$ cat src/rtl/seg_xlate_pkg.sv
package seg_xlate_pkg;
  localparam int unsigned LA_W_DEF  = 16;
  localparam int unsigned SEG_W_DEF = 2;
  localparam int unsigned PA_W_DEF  = 20;

  typedef enum logic {
    ACC_READ  = 1'b0,
    ACC_WRITE = 1'b1
  } acc_e;

  typedef struct packed {
    logic lim;
    logic perm;
  } fault_t;
endpackage

$ cat src/rtl/seg_table.sv
module seg_table #(
  parameter int unsigned SEG_W = 2,
  parameter int unsigned OFF_W = 14,
  parameter int unsigned PA_W  = 20
) (
  input  logic             clk_i,
  input  logic             rst_ni,
  input  logic             priv_i,
  input  logic             we_i,
  input  logic [SEG_W-1:0] we_idx_i,
  input  logic [PA_W-1:0]  we_base_i,
  input  logic [OFF_W-1:0] we_limit_i,
  input  logic             we_rd_i,
  input  logic             we_wr_i,
  input  logic [SEG_W-1:0] lk_idx_i,
  output logic [PA_W-1:0]  lk_base_o,
  output logic [OFF_W-1:0] lk_limit_o,
  output logic             lk_rd_o,
  output logic             lk_wr_o,
  input  logic [SEG_W-1:0] rb_idx_i,
  output logic [PA_W-1:0]  rb_base_o,
  output logic [OFF_W-1:0] rb_limit_o,
  output logic             rb_rd_o,
  output logic             rb_wr_o
);
  localparam int unsigned NSEG = 1 << SEG_W;

  logic [PA_W-1:0]  base_q  [NSEG];
  logic [OFF_W-1:0] limit_q [NSEG];
  logic [NSEG-1:0]  rd_q;
  logic [NSEG-1:0]  wr_q;

  // privilege gates every table update
  logic upd_en;
  assign upd_en = we_i & priv_i;

  for (genvar g = 0; g < NSEG; g++) begin : g_ent
    logic hit;
    assign hit = upd_en && (we_idx_i == SEG_W'(g));
    always_ff @(posedge clk_i or negedge rst_ni) begin
      if (!rst_ni) begin
        base_q[g]  <= '0;
        limit_q[g] <= '0;
        rd_q[g]    <= 1'b0;
        wr_q[g]    <= 1'b0;
      end else if (hit) begin
        base_q[g]  <= we_base_i;
        limit_q[g] <= we_limit_i;
        rd_q[g]    <= we_rd_i;
        wr_q[g]    <= we_wr_i;
      end
    end
  end

  assign lk_base_o  = base_q[lk_idx_i];
  assign lk_limit_o = limit_q[lk_idx_i];
  assign lk_rd_o    = rd_q[lk_idx_i];
  assign lk_wr_o    = wr_q[lk_idx_i];

  assign rb_base_o  = base_q[rb_idx_i];
  assign rb_limit_o = limit_q[rb_idx_i];
  assign rb_rd_o    = rd_q[rb_idx_i];
  assign rb_wr_o    = wr_q[rb_idx_i];
endmodule

$ cat src/rtl/seg_check.sv
module seg_check
  import seg_xlate_pkg::*;
#(
  parameter int unsigned OFF_W = 14,
  parameter int unsigned PA_W  = 20
) (
  input  logic [PA_W-1:0]  base_i,
  input  logic [OFF_W-1:0] limit_i,
  input  logic             rd_ok_i,
  input  logic             wr_ok_i,
  input  logic [OFF_W-1:0] off_i,
  input  acc_e             acc_i,
  output logic [PA_W-1:0]  phys_o,
  output fault_t           fault_o
);
  localparam int unsigned EXT_W = PA_W - OFF_W;

  logic [PA_W-1:0] off_ext;
  assign off_ext = {{EXT_W{1'b0}}, off_i};

  // wraps modulo 2^PA_W
  assign phys_o = base_i + off_ext;

  always_comb begin
    fault_o.lim  = off_i > limit_i;
    fault_o.perm = (acc_i == ACC_WRITE) ? ~wr_ok_i : ~rd_ok_i;
  end
endmodule

$ cat src/rtl/seg_rsp_reg.sv
module seg_rsp_reg
  import seg_xlate_pkg::*;
#(
  parameter int unsigned PA_W = 20
) (
  input  logic            clk_i,
  input  logic            rst_ni,
  input  logic            req_valid_i,
  input  logic [PA_W-1:0] phys_i,
  input  fault_t          fault_i,
  output logic            valid_o,
  output logic [PA_W-1:0] addr_o,
  output logic            lim_fault_o,
  output logic            perm_fault_o
);
  logic ok;
  assign ok = req_valid_i & ~fault_i.lim & ~fault_i.perm;

  always_ff @(posedge clk_i or negedge rst_ni) begin
    if (!rst_ni) begin
      valid_o      <= 1'b0;
      addr_o       <= '0;
      lim_fault_o  <= 1'b0;
      perm_fault_o <= 1'b0;
    end else begin
      valid_o      <= ok;
      addr_o       <= ok ? phys_i : '0;
      lim_fault_o  <= req_valid_i & fault_i.lim;
      perm_fault_o <= req_valid_i & fault_i.perm;
    end
  end
endmodule

$ cat src/rtl/seg_xlate_top.sv
module seg_xlate_top
  import seg_xlate_pkg::*;
#(
  parameter int unsigned LA_W  = LA_W_DEF,
  parameter int unsigned SEG_W = SEG_W_DEF,
  parameter int unsigned PA_W  = PA_W_DEF,
  localparam int unsigned OFF_W = LA_W - SEG_W
) (
  input  logic             clk_i,
  input  logic             rst_ni,
  input  logic             req_valid_i,
  input  logic [LA_W-1:0]  req_addr_i,
  input  logic             req_write_i,
  input  logic             priv_i,
  input  logic             tbl_we_i,
  input  logic [SEG_W-1:0] tbl_idx_i,
  input  logic [PA_W-1:0]  tbl_base_i,
  input  logic [OFF_W-1:0] tbl_limit_i,
  input  logic             tbl_rd_i,
  input  logic             tbl_wr_i,
  input  logic [SEG_W-1:0] rb_idx_i,
  output logic [PA_W-1:0]  rb_base_o,
  output logic [OFF_W-1:0] rb_limit_o,
  output logic             rb_rd_o,
  output logic             rb_wr_o,
  output logic             rsp_valid_o,
  output logic [PA_W-1:0]  rsp_addr_o,
  output logic             rsp_lim_fault_o,
  output logic             rsp_perm_fault_o
);
  logic [SEG_W-1:0] seg_idx;
  logic [OFF_W-1:0] seg_off;
  assign seg_idx = req_addr_i[LA_W-1 -: SEG_W];
  assign seg_off = req_addr_i[OFF_W-1:0];

  logic [PA_W-1:0]  lk_base;
  logic [OFF_W-1:0] lk_limit;
  logic             lk_rd;
  logic             lk_wr;
  logic [PA_W-1:0]  phys;
  fault_t           fault;
  acc_e             acc;

  assign acc = req_write_i ? ACC_WRITE : ACC_READ;

  seg_table #(.SEG_W(SEG_W), .OFF_W(OFF_W), .PA_W(PA_W)) u_table (
    .clk_i      (clk_i),
    .rst_ni     (rst_ni),
    .priv_i     (priv_i),
    .we_i       (tbl_we_i),
    .we_idx_i   (tbl_idx_i),
    .we_base_i  (tbl_base_i),
    .we_limit_i (tbl_limit_i),
    .we_rd_i    (tbl_rd_i),
    .we_wr_i    (tbl_wr_i),
    .lk_idx_i   (seg_idx),
    .lk_base_o  (lk_base),
    .lk_limit_o (lk_limit),
    .lk_rd_o    (lk_rd),
    .lk_wr_o    (lk_wr),
    .rb_idx_i   (rb_idx_i),
    .rb_base_o  (rb_base_o),
    .rb_limit_o (rb_limit_o),
    .rb_rd_o    (rb_rd_o),
    .rb_wr_o    (rb_wr_o)
  );

  seg_check #(.OFF_W(OFF_W), .PA_W(PA_W)) u_check (
    .base_i  (lk_base),
    .limit_i (lk_limit),
    .rd_ok_i (lk_rd),
    .wr_ok_i (lk_wr),
    .off_i   (seg_off),
    .acc_i   (acc),
    .phys_o  (phys),
    .fault_o (fault)
  );

  seg_rsp_reg #(.PA_W(PA_W)) u_rsp (
    .clk_i        (clk_i),
    .rst_ni       (rst_ni),
    .req_valid_i  (req_valid_i),
    .phys_i       (phys),
    .fault_i      (fault),
    .valid_o      (rsp_valid_o),
    .addr_o       (rsp_addr_o),
    .lim_fault_o  (rsp_lim_fault_o),
    .perm_fault_o (rsp_perm_fault_o)
  );
endmodule

$ cat config.mk
export PLATFORM = sky130hd
export DESIGN_NAME = seg_xlate_top
export DESIGN_NICKNAME = d
export VERILOG_FILES = /design/src/rtl/seg_xlate_pkg.sv /design/src/rtl/seg_table.sv /design/src/rtl/seg_check.sv /design/src/rtl/seg_rsp_reg.sv /design/src/rtl/seg_xlate_top.sv
export SDC_FILE = /design/constraint.sdc
export NUM_CORES = 1
export LEC_CHECK = 0
export ABC_AREA = 1
export BUFFER_PORTS_ARGS = -buffer_cell sky130_fd_sc_hd__buf_2
export CAP_MARGIN = 20
export CORE_MARGIN = 5
export CORE_UTILIZATION = 32
export CTS_BUF_LIST = sky130_fd_sc_hd__clkbuf_2 sky130_fd_sc_hd__clkbuf_4 sky130_fd_sc_hd__clkbuf_8
export DETAILED_ROUTE_END_ITERATION = 6
export HOLD_SLACK_MARGIN = 0.15
export PLACE_DENSITY = 0.51
export SYNTH_ARGS = -nofsm -noshare
export SYNTH_HDL_FRONTEND = slang
export SYNTH_HIERARCHICAL = 1
export SYNTH_SLANG_ARGS = --single-unit
$ cat constraint.sdc
create_clock -name clk_i -period 2.35 [get_ports clk_i]
set_input_delay 0.235 -clock clk_i [delete_from_list [all_inputs] [get_ports clk_i]]
set_output_delay 0.235 -clock clk_i [all_outputs]
set_load 0.005 [all_outputs]
==> qor.yml, run 1 <==
total_switching_power_mw: 3.38
placed_cells_incl_taps: 2215
hold_path.startpoint: "tbl_idx_i[0]"
holdWs_ns: 0.201
power_density_cells_mw_per_mm2: 666
multi_input_area_mm2: 0.00539
clk-insertion-delay-late_ns: 0.49
critical_path.endpoint_type: "register"
p_seq_share_pct: 41.2
peakVddDrop_v: 0.000423
clock_path_buffers: 2
syn-mean-instance-area_um2: 6.49
start_util_pct: 32.2
comb_power_share_pct: 35.0
unique_masters_post_synth: 32
port-buffer-count: 120
grt_pass1_vias: 10300
netlist_top_cells_area: "sky130_fd_sc_hd__dfrtp_1, sky130_fd_sc_hd__nand2_1, sky130_fd_sc_hd__nand3_1"
tritoncts.num_buffers: 17
finish.utilization_pct: 39.6
antenna_found_initial: 1
drv_slew: 0
initial_drc_count: 776
max_cap_violations: 0
worstSetupPathType: "reg -> reg"
worst_pin_slew_ns: 0.661
detailed_place.area_mm2: 0.0122
fin_crit_ns: 2.27
fin_crit_sh_pct: 96.5
worstHoldPathCells: 4
worstPathMaxFanout: 6
timing.slew.headroom_pct: 55.9
hold_path_class: "in -> reg"
core_mm2: 0.0333
run_status: "complete, no violations"
finish.net_count: 1923
mostFrequentLayoutCells: "sky130_fd_sc_hd__nand2_1, sky130_fd_sc_hd__nand3_1, sky130_fd_sc_hd__inv_1, sky130_fd_sc_hd__dfrtp_1, sky130_fd_sc_hd__buf_2"
reg2reg_depth: 16
critical_path.startpoint: "u_table/limit_q[44]"
mappedNetlistArea_mm2: 0.0107
ant_nets: 0
data_arrival_time_at_the_worst_slack_endpoint_ns: 2.69
p_leak_nw: 7.74
die_y_um: 193
fp.dieArea_mm2: 0.0372
postSynthCellCount: 1650
gpl.final_weighted_congestion: 0.866
gr-usage-all-layers_pct: 20.3
path_clk_slew_ns: 0.10
synth-seq-cells: 167
cell_type_with_the_highest_aggregate_area_in_the_netlist: "sky130_fd_sc_hd__dfrtp_1"
placementRows: 67
netSwitchingFraction_pct: 38.5
syn_to_final_growth_pct: 23.1
ys_warn_count: 6
die_x_um: 193
design_area_mm2: 0.0132
timing_hold_violations_final: 0
finalClockSkew_ns: 0.0114
final_layout_size_suffix_gt1_share_pct: 16.5
synth.yosys.seq_area_share_pct: 39.0
cp-start-kind: "register"
dpl_worst_slack_ns: -0.108
reg_to_reg_startpoint: "u_table/limit_q[44]"
numClockSinks: 167
wl_um: 37700
layout.cells.most_common: "sky130_fd_sc_hd__nand2_1"
layoutNonFillerInstCount: 2294
num_vias: 10800
iteration_count_of_the_initial_detailed_routing_pass: 5
io-pin-count: 121
timing.setup.tns_ns: 0
seq_area_mm2: 0.00418
synth_largest_type_area_fraction_pct: 39.0
drt-vias-per-instance: 4.71
dp_hpwl_um: 25400
cell_internal_pwr_mw: 5.40
power.clock.fraction_pct: 23.8
grt_pass1_wl_um: 58600
finalWorstSetupSlack_ns: 0.0817
finalSetupViolations: 0
h-tree-depth: 4
cts_tree: "done"
total_power_mw: 8.77
grt_start_max_net_pins: 73
drt-wirelength-per-cell_um: 16.4
detail_route.drc_violations: 0
clockRootBuffer: "sky130_fd_sc_hd__clkbuf_8"
crit_required_ns: 2.77
fmaxAchievable_mhz: 441
globalRoute.totalOverflow: 0
filler_cell_count: 3637
synth_fp_nets: 1741
area by class of cell:
| class | count | area share [%] |
|---|---|---|
| multi-input combinational | 1176 | 40.9 |
| sequential | 167 | 31.7 |
| timing repair buffer | 245 | 13.9 |
| inverter | 225 | 6.42 |
| tap | 448 | 4.25 |
| clock buffer | 17 | 1.78 |
| clock inverter | 15 | 1.08 |
| antenna | 1 | 0.0190 |
what timing repair did:
action	in CTS	in global routing
endpoints found under the setup margin	0	21
setup buffers	0	5
hold buffers	38	0
gates resized for setup	0	23
endpoints found under the hold margin	214	0
Yosys cell counts (all sizes together):
cell type	count
a21boi	1
a21oi	18
buf	52
clkbuf	30
clkinv	2
dfrtp	167
fa	1
ha	28
inv	223
mux2i	1
nand2	783
nand3	271
nand3b	1
nand4	4
nor2	46
nor3	4
nor4	1
o211ai	1
o21ai	4
o21bai	3
xnor2	1
xor2	8
state kept, by name, indices dropped and copies added (netlist names):
register / cells
u_table/wr_q: 4
u_table/rd_q: 4
u_table/base_q: 80
u_rsp/perm_fault_o: 1
u_rsp/addr_o: 20
u_rsp/valid_o: 1
u_table/limit_q: 56
u_rsp/lim_fault_o: 1
logic make-up (layout without fill, tap and decap cells):
logic type	Yosys count	after routing	share of synthesized area [%]
AND/OR/NAND/NOR	1110	1110	43.6
flip-flops	167	167	39.0
adder cells (fa/ha/maj)	29	29	3.46
AO/OA/AOI/OAI	27	27	1.45
XOR/XNOR	9	9	0.736
buffers and inverters	307	502	11.6
other	0	1	0
multiplexers	1	1	0.0935
final timing paths:
path | to | slack, ns
worst max-delay path | u_rsp/addr_o[19] | 0.08
worst min-delay path | u_table/limit_q[45] | 0.20
worst max register to register | u_rsp/addr_o[19] | 0.08
worst min register to register | u_table/base_q[49] | 0.48
max in group asynchronous | u_table/base_q[9] | 1.32
min in group asynchronous | u_table/limit_q[23] | 0.33
per-layer routing:
metal | wire length, um | up-vias | part of all wire [%] | track usage (%)
met1 | 17100 | 5081 | 45 | 27.7
li1 | - | 5385 | - | -
met4 | 506 | 0 | 1.3 | 4.74
met5 | 0 | - | 0 | 0
met2 | 18200 | 308 | 48 | 34.5
met3 | 1890 | 35 | 5.0 | 2.70
power by group through the flow:
stage	combinational, mW	clock [mW]	sequential, mW
floorplan	1.83	0	3.61
global placement	2.89	0	3.66
detailed placement	2.91	0	3.66
CTS	2.98	2.16	3.61
global route	3.49	2.27	3.67
finish	3.07	2.09	3.62
worst max-delay path: stages (launching register included):
cell and delay, ns:
sky130_fd_sc_hd__dfrtp_1 0.36, sky130_fd_sc_hd__inv_1 0.06, sky130_fd_sc_hd__nand2_1 0.05, sky130_fd_sc_hd__nand3_1 0.07
sky130_fd_sc_hd__nand2_2 0.11, sky130_fd_sc_hd__inv_1 0.06, sky130_fd_sc_hd__ha_1 0.28, sky130_fd_sc_hd__nand2_2 0.06
sky130_fd_sc_hd__nor2_4 0.11, sky130_fd_sc_hd__buf_4 0.11, sky130_fd_sc_hd__nand3_1 0.08, sky130_fd_sc_hd__nor4_2 0.31
sky130_fd_sc_hd__a21oi_2 0.07, sky130_fd_sc_hd__inv_2 0.07, sky130_fd_sc_hd__nand3_4 0.13, sky130_fd_sc_hd__buf_12 0.17
sky130_fd_sc_hd__nor2_1 0.10
Power figures use the tool's default switching activity.
==> run 2: changes to the inputs <==
Settings changed: ABC_AREA 1 to unset.
==> qor.yml, run 2 <==
run_status: "finished with violations"
violated_checks: "setup timing"
clk-insertion-delay-late_ns: 0.46  # -0.03 ns
power_density_cells_mw_per_mm2: 823  # +24%
synth-seq-cells: 167  # unchanged
finish.utilization_pct: 42.9  # +3.3 points
syn_to_final_growth_pct: 32.6
num_vias: 6592  # -39%
fmaxAchievable_mhz: 368  # -17%
synth-edff-count: 0  # unchanged
finalClockSkew_ns: 0.0187  # +0.00735 ns
comb_power_share_pct: 40.0  # +5.0 points
holdWs_ns: 0.199  # -0.00233 ns
synth.yosys.seq_area_share_pct: 45.0  # +6.0 points
finish.net_count: 987  # -49%
numClockSinks: 167  # unchanged
iteration_count_of_the_initial_detailed_routing_pass: 4  # -1
start_util_pct: 32.4  # +0.19 points
total_switching_power_mw: 3.18  # -5.7%
global_route.usage.met2_pct: 28.0  # -6.5 points
gr-usage-all-layers_pct: 16.7  # -3.6 points
hold_path_class: "in -> reg"
cell_type_group_with_the_largest_total_delay_on_the_critical_path: "compound AO/OA/AOI/OAI gates"
max_cap_violations: 0  # unchanged
tritoncts.num_buffers: 17  # unchanged
synth_top_cells_by_count: "sky130_fd_sc_hd__dfrtp_1, sky130_fd_sc_hd__mux2_2, sky130_fd_sc_hd__mux4_2"
timing_hold_violations_final: 0  # unchanged
path_clk_slew_ns: 0.10  # about the same
synth_flop_cell: "sky130_fd_sc_hd__dfrtp_1"
grt.met3_usage_pct: 3.65  # +0.96 points
netlist_top_cells_area: "sky130_fd_sc_hd__dfrtp_1, sky130_fd_sc_hd__mux2_2, sky130_fd_sc_hd__mux4_2"
worstPathMaxFanout: 2  # -4
fin_crit_ns: 2.72  # +0.451 ns
gpl.final_weighted_congestion: 0.864  # -0.21%
worstPathCellList: "mux4_2 > ha_4 > fa_2 > a211oi_4 > o21ai_2 > a221o_1 > a21oi_2 > xnor2_1 > and4bb_1"
antennaDiodeCount: 0  # -1
unique_masters_post_synth: 53  # +66%
worstSetupPathType: "reg -> reg"
largestRegisters: "u_table/base_q x80, u_table/limit_q x56, u_rsp/addr_o x20"
globalRoute.totalOverflow: 0  # unchanged
die_y_um: 180  # -6.5%
peakVddDrop_v: 0.000397  # -6.1%
reg_to_reg_startpoint: "u_table/base_q[20]"
critical_path.endpoint_type: "register"
placementRows: 62  # -7.5%
h-tree-depth: 4  # unchanged
clock_path_buffers: 2  # unchanged
grt_pass1_vias: 7543  # -26%
grt_pass1_wl_um: 42900  # -27%
placed_cells_incl_taps: 1220  # -45%
netSwitchingFraction_pct: 31.4  # -7.1 points
largest_register: "u_table/base_q"
final_layout_size_suffix_gt1_share_pct: 60.4  # +44 points
wl_um: 26800  # -29%
timing.slew.headroom_pct: 65.3  # +9.4 points
layoutNonFillerInstCount: 1292  # -44%
die_x_um: 180  # -6.5%
p_seq_share_pct: 37.9  # -3.3 points
fin_crit_sh_pct: 116  # +19 points
postSynth.asyncResetShare_pct: 100  # unchanged
grt_util_met1_pct: 22.2  # -5.5 points
top_usage_layer: "met2"
finalSetupViolations: 22  # +22
dp_hpwl_um: 19100  # -25%
grt_start_max_net_pins: 73  # unchanged
largest_reg_flops: 80  # unchanged
power.clock.fraction_pct: 22.1  # -1.7 points
total_power_mw: 10.1  # +16%
hold_path.startpoint: "req_valid_i"
crit_required_ns: 2.73  # -0.04 ns
ant_nets: 0  # unchanged
io-pin-count: 121  # unchanged
grt_setup_unrepaired: "true"
critical-path-max-stage-delay_ns: 0.50  # +0.14 ns
synth_largest_type_area_fraction_pct: 45.0  # +6.0 points
p_leak_nw: 5.52  # -29%
postSynthCellCount: 627  # -62%
initial_drc_count: 287  # -63%
port-buffer-count: 120  # unchanged
synth_fp_nets: 718  # -59%
cell_internal_pwr_mw: 6.96  # +29%
core_mm2: 0.0287  # -14%
worst_pin_slew_ns: 0.520  # -0.141 ns
ys_warn_count: 6  # unchanged
drv_slew: 0  # unchanged
syn-mean-instance-area_um2: 14.8  # +130%
antenna_found_initial: 0  # -1
drt-vias-per-instance: 5.10  # +8.3%
layout.cells.most_common: "sky130_fd_sc_hd__dfrtp_1"
timing.setup.tns_ns: -4.88  # -4.88 ns
fp.dieArea_mm2: 0.0325  # -13%
cts_tree: "done"
clockRootBuffer: "sky130_fd_sc_hd__clkbuf_8"
critical_path.n_buffers_inverters: 0  # -5
critical_path.startpoint: "u_table/base_q[20]"
cp-start-kind: "register"
slowest_stage: "sky130_fd_sc_hd__mux4_2"
detail_route.drc_violations: 0  # unchanged
mostFrequentLayoutCells: "sky130_fd_sc_hd__dfrtp_1, sky130_fd_sc_hd__mux2_2, sky130_fd_sc_hd__buf_2, sky130_fd_sc_hd__buf_4, sky130_fd_sc_hd__mux4_2"
finalWorstSetupSlack_ns: -0.369  # -0.451 ns
cell_type_with_the_highest_aggregate_area_in_the_netlist: "sky130_fd_sc_hd__dfrtp_1"
drt-wirelength-per-cell_um: 20.7  # +26%
data_arrival_time_at_the_worst_slack_endpoint_ns: 3.10  # +0.41 ns
cell_with_the_most_instances_after_synthesis: "sky130_fd_sc_hd__dfrtp_1"
mappedNetlistArea_mm2: 0.00929  # -13%
## run 2: cell count changes in the layout (fill, tap and decap cells not counted), sizes merged, moves of 34 or more
cell / delta
nor2: -34
nand2: -768
inv: -206
mux4: +72
mux2: +144
buf: +45
nand3: -265
## run 2: per-layer routing
metal | up-vias | routed length [um]
li1 | 2949 | -
met1 | 3462 | 12000
met2 | 149 | 13200
met3 | 32 | 1150
met4 | 0 | 436
met5 | - | 0
## run 2: cell type report
cell class	count	area, um2
Tap cell	384	480
Clock buffer	19	255
Fill cell	2655	16400
Multi-Input combinational cell	403	5040
Timing Repair Buffer	289	2130
Inverter	18	70.1
Clock inverter	12	165
Sequential cell	167	4180
## run 2: worst register-to-register path: stages, from the launching register on
cell,delay [ns]
sky130_fd_sc_hd__dfrtp_1,0.39
sky130_fd_sc_hd__mux4_2,0.50
sky130_fd_sc_hd__ha_4,0.19
sky130_fd_sc_hd__fa_2,0.39
sky130_fd_sc_hd__a211oi_4,0.24
sky130_fd_sc_hd__o21ai_2,0.10
sky130_fd_sc_hd__a221o_1,0.35
sky130_fd_sc_hd__a21oi_2,0.15
sky130_fd_sc_hd__xnor2_1,0.13
sky130_fd_sc_hd__and4bb_1,0.21
## run 2: stage by stage
stage,setup WS (ns),cell area [um2]
finish,-0.369,12300
global route,-0.466,12300
CTS,-0.368,12300
detailed placement,-0.570,11400
global placement,-0.531,11400
floorplan,-0.244,9480
## run 2: power groups by stage
stage / Sequential [mW] / Clock, mW / Combinational [mW]
after CTS: 3.84 / 2.33 / 4.04
after detailed placement: 3.90 / 0 / 3.85
final: 3.84 / 2.24 / 4.06
after floorplan: 3.80 / 0 / 2.27
after global routing: 3.92 / 2.42 / 4.41
after global placement: 3.83 / 0 / 3.77
## run 2: path summary, 6_finish.rpt
kind,to,slack (ns),depth (start not counted)
max,u_rsp/addr_o[12],-0.37,9
min,u_rsp/lim_fault_o,0.20,2
max reg2reg,u_rsp/addr_o[12],-0.37,9
min reg2reg,u_table/limit_q[4],0.53,1
max in group asynchronous,u_table/base_q[44],1.24,3
min in group asynchronous,u_table/base_q[17],0.30,2
## run 2: cell families (layout without fill, tap and decap cells)
logic type      after synthesis  in the layout  share of synthesized area [%]
mux                         217            217                           35.0
flops                       167            167                           45.0
simple gates                 85             85                           6.84
compound gates               58             58                           4.40
buf+inv                      57            338                           3.43
fa+ha+maj                    29             29                           3.99
xor+xnor                     14             14                           1.32
## run 2: timing repair
item / CTS / global route
hold buffers: 37 / 0
cloned: 2 / 1
hold endpoints to repair: 196 / 0
resized for setup: 10 / 9
setup endpoints to repair: 22 / 22
buffers inserted: 2 / 2
pin swaps: 11 / 14
